**config.mk**
```make
export PLATFORM = sky130hd
export DESIGN_NAME = opgen_shifter
export DESIGN_NICKNAME = d
export VERILOG_FILES = /design/src/rtl/shop_pkg.sv /design/src/rtl/shop_amount.sv /design/src/rtl/shop_shift_core.sv /design/src/rtl/opgen_shifter.sv
export SDC_FILE = /design/constraint.sdc
export NUM_CORES = 1
export LEC_CHECK = 0
export BUFFER_PORTS_ARGS = -buffer_cell sky130_fd_sc_hd__buf_2
export CORE_MARGIN = 1
export CORE_UTILIZATION = 25
export CTS_CLUSTER_SIZE = 16
export DETAILED_ROUTE_END_ITERATION = 7
export PLACE_DENSITY = 0.45
export SETUP_SLACK_MARGIN = 0.05
export SYNTH_ARGS = -nofsm -noshare
export SYNTH_HDL_FRONTEND = slang
export SYNTH_SLANG_ARGS = --single-unit
```
**constraint.sdc**
```tcl
create_clock -name clk -period 1.1 [get_ports clk]
set_input_delay 0.11 -clock clk [delete_from_list [all_inputs] [get_ports clk]]
set_output_delay 0.11 -clock clk [all_outputs]
set_load 0.02 [all_outputs]
```
**src/rtl/shop_pkg.sv**
```systemverilog
package shop_pkg;

    typedef enum logic [2:0] {
        SK_PASS = 3'd0,
        SK_LSL  = 3'd1,
        SK_LSR  = 3'd2,
        SK_ASR  = 3'd3,
        SK_ROR  = 3'd4,
        SK_RRX  = 3'd5
    } shift_kind_e;

endpackage

```
**src/rtl/shop_amount.sv**
```systemverilog
module shop_amount #(
    parameter int DATA_W    = 32,
    parameter int IMM_AMT_W = 5,
    parameter int REG_AMT_W = 8
) (
    input  logic                 amt_is_reg,
    input  logic [IMM_AMT_W-1:0] amt_imm,
    input  logic [DATA_W-1:0]    amt_reg,
    output logic [REG_AMT_W-1:0] amt
);
    logic hi_unused;
    assign hi_unused = ^amt_reg[DATA_W-1:REG_AMT_W];

    always_comb begin
        if (amt_is_reg) begin
            amt = amt_reg[REG_AMT_W-1:0];
        end else begin
            amt = REG_AMT_W'(amt_imm);
        end
    end
endmodule

```
**src/rtl/shop_shift_core.sv**
```systemverilog
module shop_shift_core
    import shop_pkg::*;
#(
    parameter int DATA_W = 32,
    parameter int AMT_W  = 8
) (
    input  logic [2:0]        kind,
    input  logic [DATA_W-1:0] val,
    input  logic [AMT_W-1:0]  amt,
    input  logic              cin,
    output logic [DATA_W-1:0] res,
    output logic              cout
);
    localparam int LG = $clog2(DATA_W);
    localparam logic [AMT_W-1:0] W_AMT = AMT_W'(DATA_W);
    localparam logic [LG:0]      W_LG  = (LG+1)'(DATA_W);

    logic [LG-1:0]        sh;
    logic [LG:0]          rsh;
    logic                 big, exact, zero, msb;
    logic [DATA_W:0]      lsl_x;
    logic [DATA_W:0]      lsr_x;
    logic signed [DATA_W:0] asr_x;
    logic [DATA_W-1:0]    ror_v;
    shift_kind_e          k;

    assign sh    = amt[LG-1:0];
    assign rsh   = W_LG - {1'b0, sh};
    assign big   = (amt >= W_AMT);
    assign exact = (amt == W_AMT);
    assign zero  = (amt == '0);
    assign msb   = val[DATA_W-1];
    assign lsl_x = {1'b0, val} << sh;
    assign lsr_x = {val, 1'b0} >> sh;
    assign asr_x = $signed({val, 1'b0}) >>> sh;
    assign ror_v = (val >> sh) | (val << rsh);

    always_comb begin
        k    = shift_kind_e'(kind);
        res  = val;
        cout = cin;
        unique case (k)
            SK_LSL: begin
                if (big) begin
                    res  = '0;
                    cout = exact ? val[0] : 1'b0;
                end else if (!zero) begin
                    res  = lsl_x[DATA_W-1:0];
                    cout = lsl_x[DATA_W];
                end
            end
            SK_LSR: begin
                if (big) begin
                    res  = '0;
                    cout = exact ? msb : 1'b0;
                end else if (!zero) begin
                    res  = lsr_x[DATA_W:1];
                    cout = lsr_x[0];
                end
            end
            SK_ASR: begin
                if (big) begin
                    res  = {DATA_W{msb}};
                    cout = msb;
                end else if (!zero) begin
                    res  = asr_x[DATA_W:1];
                    cout = asr_x[0];
                end
            end
            SK_ROR: begin
                if (!zero) begin
                    res  = ror_v;
                    cout = ror_v[DATA_W-1];
                end
            end
            SK_RRX: begin
                res  = {cin, val[DATA_W-1:1]};
                cout = val[0];
            end
            default: begin
                res  = val;
                cout = cin;
            end
        endcase
    end
endmodule

```
**src/rtl/opgen_shifter.sv**
```systemverilog
module opgen_shifter
    import shop_pkg::*;
#(
    parameter int DATA_W    = 32,
    parameter int IMM_AMT_W = 5,
    parameter int REG_AMT_W = 8,
    parameter bit OUT_REG   = 1'b1
) (
    input  logic                 clk,
    input  logic                 rst_n,
    input  logic [2:0]           kind_i,
    input  logic                 src_is_imm_i,
    input  logic [DATA_W-1:0]    val_reg_i,
    input  logic [DATA_W-1:0]    val_imm_i,
    input  logic                 amt_is_reg_i,
    input  logic [IMM_AMT_W-1:0] amt_imm_i,
    input  logic [DATA_W-1:0]    amt_reg_i,
    input  logic                 carry_i,
    output logic [DATA_W-1:0]    operand_o,
    output logic                 carry_o
);
    localparam logic [REG_AMT_W-1:0] W_AMT = REG_AMT_W'(DATA_W);

    logic [DATA_W-1:0]    sel_val;
    logic [REG_AMT_W-1:0] sel_amt;
    logic [DATA_W-1:0]    core_res;
    logic                 core_cout;

    assign sel_val = src_is_imm_i ? val_imm_i : val_reg_i;

    shop_amount #(
        .DATA_W   (DATA_W),
        .IMM_AMT_W(IMM_AMT_W),
        .REG_AMT_W(REG_AMT_W)
    ) u_amount (
        .amt_is_reg(amt_is_reg_i),
        .amt_imm   (amt_imm_i),
        .amt_reg   (amt_reg_i),
        .amt       (sel_amt)
    );

    shop_shift_core #(
        .DATA_W(DATA_W),
        .AMT_W (REG_AMT_W)
    ) u_core (
        .kind(kind_i),
        .val (sel_val),
        .amt (sel_amt),
        .cin (carry_i),
        .res (core_res),
        .cout(core_cout)
    );

    generate
        if (OUT_REG) begin : g_reg
            always_ff @(posedge clk or negedge rst_n) begin
                if (!rst_n) begin
                    operand_o <= '0;
                    carry_o   <= 1'b0;
                end else begin
                    operand_o <= core_res;
                    carry_o   <= core_cout;
                end
            end


            out_reg_chk: assert property (@(posedge clk) disable iff (!rst_n)
                $past(rst_n) |-> (operand_o == $past(core_res) && carry_o == $past(core_cout)));
        end else begin : g_comb
            assign operand_o = core_res;
            assign carry_o   = core_cout;
        end
    endgenerate


    pass_chk: assert property (@(posedge clk) disable iff (!rst_n)
        (kind_i == 3'd0 || kind_i == 3'd6 || kind_i == 3'd7)
        |-> (core_res == sel_val && core_cout == carry_i));


    rrx_chk: assert property (@(posedge clk) disable iff (!rst_n)
        (kind_i == 3'd5) |-> (core_res[DATA_W-1] == carry_i &&
                              core_res[DATA_W-2:0] == sel_val[DATA_W-1:1] &&
                              core_cout == sel_val[0]));


    zero_amt_chk: assert property (@(posedge clk) disable iff (!rst_n)
        (kind_i >= 3'd1 && kind_i <= 3'd4 && sel_amt == '0)
        |-> (core_res == sel_val && core_cout == carry_i));


    asr_sign_chk: assert property (@(posedge clk) disable iff (!rst_n)
        (kind_i == 3'd3) |-> (core_res[DATA_W-1] == sel_val[DATA_W-1]));


    big_lsl_chk: assert property (@(posedge clk) disable iff (!rst_n)
        (kind_i == 3'd1 && sel_amt > W_AMT) |-> (core_res == '0 && core_cout == 1'b0));
endmodule

```
==> metrics.log <==
[metrics] largest vdd supply drop: 0.000487 V
[metrics] worst setup slack after layout: -1.32 ns
[metrics] via total after detailed routing: 13,931
[metrics] average wire per cell in the routed design: 29.9 µm
[metrics] Boundary Pins: 142
[metrics] Port-buffer cells: 117
[metrics] area of the die: 35,200 µm²
[metrics] Rel. slew slack: 0.537
[metrics] transition time at the pin with the least slew margin: 0.686 ns
[metrics] Detail Placement HPWL: 54,500 µm
[metrics] maximum buffer depth of the clock tree: 2
[metrics] CTS root buf: sky130_fd_sc_hd__clkbuf_16
[metrics] clk sinks: 33
[metrics] average footprint of a synthesized cell: 6.91 µm²
[metrics] pin count of the biggest net entering global routing: 35
[metrics] failing checks: negative setup slack
[metrics] worst hold path class: input pin to flip-flop
[metrics] leading area contributor after synthesis: sky130_fd_sc_hd__mux2i_1
[metrics] Worst Hold Margin: 0.247 ns
[metrics] deepest level of the CTS H-tree: 2
[metrics] kind of end point of the critical path: flip-flop
[metrics] first drt pass iteration count: 7
[metrics] antenna diode count: 0
[metrics] count of final max-slew check failures: 0
[metrics] Multi-input gate area: 9310 µm²
[metrics] effective utilization at floorplan: 0.256
[metrics] Max Fclk: 0.413 GHz
[metrics] library cells used by synthesis: 78
[metrics] number of synthesized flops with an enable pin: 0
[metrics] setup violators final: 33
[metrics] Worst-path clk slew: 0.07 ns
[metrics] number of nets in the layout: 1,959
[metrics] Required @ worst endpoint: 1.32 ns
[metrics] async set or reset register ratio after synthesis: 1.00
[metrics] number of hold-slack violations in the final timing report: 0
[metrics] leading cell type by number of instances after synthesis: sky130_fd_sc_hd__nand2_1
[metrics] number of violations of the max-capacitance limit: 0
[metrics] number of warnings printed during yosys synthesis: 0
[metrics] leading cell types by count after synthesis: sky130_fd_sc_hd__nand2_1 (183), sky130_fd_sc_hd__mux2i_1 (135), sky130_fd_sc_hd__nor2_1 (122)
[metrics] first-pass GRT wire length: 96,200 µm
[metrics] total clock buffers created by CTS: 5
[metrics] Filler Cells Inserted: 3,321
[metrics] DRC violation count after routing: 0
[metrics] clock tree from TritonCTS: done
[metrics] setup repair after global routing missed its margin: yes
[metrics] areal power density over the cells: 974 nW/µm²
[metrics] total routing usage reported by global routing: 0.378
[metrics] final global-route overflow total: 0
[metrics] static leakage: 7.14 nW
[metrics] vias in the first global route: 13,329
[metrics] area of all sequential standard cells: 826 µm²
[metrics] vias per cell: 6.06
[metrics] fraction of synthesized cell area taken by the top area cell type: 0.157
[metrics] time the worst path needs with I/O delays and setup: 2.42 ns
[metrics] kind of launch point of the worst setup path: input pin
[metrics] most frequently used flop master after synthesis: sky130_fd_sc_hd__dfrtp_1
[metrics] most utilized layer in the global route result: met2
[metrics] Detail Route Antenna Nets: 0
[metrics] cell count after synthesis: 1,248
[metrics] layout overhead on the synthesized area: 96.4%
[metrics] starting DRC count in detailed routing: 1,725
[metrics] post-synthesis sequential element count: 33
[metrics] path type of the worst setup path: input pin to flip-flop
[metrics] proportion of synthesized chip area in sequential cells: 0.0958
[metrics] combined area of all synthesized cells: 8620 µm²
[metrics] core area: 33,700 µm²
[metrics] M1 GR Usage: 0.489
[metrics] synth top area cells: sky130_fd_sc_hd__mux2i_1 (16%), sky130_fd_sc_hd__dfrtp_1 (9.6%), sky130_fd_sc_hd__nand2_1 (8.0%)
[metrics] horizontal die dimension: 188 µm
[metrics] worst endpoint data arrival time: 2.64 ns
[metrics] antenna violations before repair: 0
[metrics] net count after synthesis: 1,358
[metrics] final critical-path share of the clock period: 2.20
[metrics] DRT Wirelength: 68,700 µm
[metrics] layout cells sized above 1: 0.601
[metrics] global-route track usage on met3: 0.0700
[metrics] result of the run: finished with violations
[metrics] routing usage on met2: 0.595
[metrics] RD Place Congestion: 1.07
[metrics] floorplan die height: 188 µm
[metrics] FP Rows: 67
[metrics] sum of internal, switching and leakage power: 0.0165 W
[metrics] largest fanout of any net on the critical path: 7
-- per-stage QoR --
step / cell area [µm²] / setup slack, ns / TNS (ns) / instances / utilization
final: 16900 / -1.32 / -40.44 / 2298 / 0.502
after global routing: 16900 / -1.39 / -42.29 / 2298 / 0.502
after CTS: 15500 / -1.30 / -39.72 / 2271 / 0.460
after detailed placement: 13700 / -2.02 / -60.36 / 2232 / 0.408
after global placement: 13700 / -2.20 / -61.63 / 2232 / 0.408
after floorplan: 8750 / -1.82 / -56.04 / 1248 / -
-- sequential cells by signal, indices dropped and copies added, names as in the netlist --
| name | cells |
|---|---|
| carry_o | 1 |
| operand_o | 32 |
-- final timing paths --
| kind | start | endpoint | cells after the start |
|---|---|---|---|
| min in group asynchronous | rst_n | operand_o[16]$_DFF_PN0_ | 3 |
| min | carry_i | carry_o$_DFF_PN0_ | 4 |
| max | amt_is_reg_i | operand_o[27]$_DFF_PN0_ | 13 |
| max in group asynchronous | rst_n | operand_o[14]$_DFF_PN0_ | 3 |
-- final cells by class --
type / instances / area share
Multi-Input combinational cell: 1083 / 0.550
Timing Repair Buffer: 720 / 0.355
Inverter: 6 / 0.00237
Sequential cell: 33 / 0.0488
Clock buffer: 6 / 0.00820
Clock inverter: 2 / 0.00222
Tap cell: 448 / 0.0331
-- report_power, final --
group / internal [W] / leakage, nW / switching (W) / total, W
Sequential: 0.00140 / 0.403 / 0.0000683 / 0.00147
Clock: 0.00113 / 0.0831 / 0.000649 / 0.00178
Combinational: 0.00594 / 6.66 / 0.00729 / 0.0132
-- placed cells by master (no fill, tap or decap), types with 13 or more instances in the layout --
| master | count |
|---|---|
| sky130_fd_sc_hd__mux2i_4 | 36 |
| sky130_fd_sc_hd__nand3_1 | 29 |
| sky130_fd_sc_hd__dfrtp_1 | 33 |
| sky130_fd_sc_hd__a21oi_1 | 69 |
| sky130_fd_sc_hd__nand2_1 | 158 |
| sky130_fd_sc_hd__buf_2 | 115 |
| sky130_fd_sc_hd__mux2_4 | 16 |
| sky130_fd_sc_hd__a22oi_2 | 13 |
| sky130_fd_sc_hd__nor2_1 | 91 |
| sky130_fd_sc_hd__mux4_2 | 19 |
| sky130_fd_sc_hd__nand2_2 | 23 |
| sky130_fd_sc_hd__a21oi_2 | 37 |
| sky130_fd_sc_hd__nor2_4 | 13 |
| sky130_fd_sc_hd__o21ai_0 | 71 |
| sky130_fd_sc_hd__o21ai_1 | 30 |
| sky130_fd_sc_hd__buf_4 | 507 |
| sky130_fd_sc_hd__o211ai_1 | 30 |
| sky130_fd_sc_hd__buf_12 | 45 |
| sky130_fd_sc_hd__nor2_2 | 20 |
| sky130_fd_sc_hd__o21ai_2 | 20 |
| sky130_fd_sc_hd__mux2i_1 | 71 |
| sky130_fd_sc_hd__mux2i_2 | 32 |
| sky130_fd_sc_hd__mux2_2 | 26 |
| sky130_fd_sc_hd__buf_6 | 34 |
-- cell families (layout without fill, tap and decap cells) --
logic type,count (synthesis),count (layout),synth area share
AO/OA/AOI/OAI,469,469,0.350
flip-flops,33,33,0.0958
buffers and inverters,132,734,0.0736
multiplexers,200,200,0.270
XOR/XNOR,5,5,0.00813
AND/OR/NAND/NOR,408,408,0.201
adder cells (fa/ha/maj),1,1,0.00145
-- critical path, cell delays in order --
cell and delay [ns]:
sky130_fd_sc_hd__buf_8 0.11, sky130_fd_sc_hd__mux2_4 0.32, sky130_fd_sc_hd__inv_6 0.08, sky130_fd_sc_hd__ha_4 0.18, sky130_fd_sc_hd__buf_6 0.13, sky130_fd_sc_hd__xnor2_4 0.13, sky130_fd_sc_hd__buf_12 0.18, sky130_fd_sc_hd__buf_8 0.13
sky130_fd_sc_hd__mux2_4 0.31, sky130_fd_sc_hd__mux4_2 0.52, sky130_fd_sc_hd__o22ai_2 0.19, sky130_fd_sc_hd__nor3_2 0.05, sky130_fd_sc_hd__a32oi_1 0.18
-- timing repair --
action                                 in CTS  in global routing
setup endpoints to repair                  33                 33
hold buffers                                1                  0
endpoints found under the hold margin      33                  0
pin swaps                                  68                 83
setup buffers                              28                 29
cloned                                      4                  3
gates resized for setup                   298                240
-- per-layer routing --
layer,share of wire,vias up
li1,-,5983
met4,0.071,0
met1,0.40,6745
met5,0,-
met2,0.43,945
met3,0.098,258
Power figures use the tool's default switching activity.
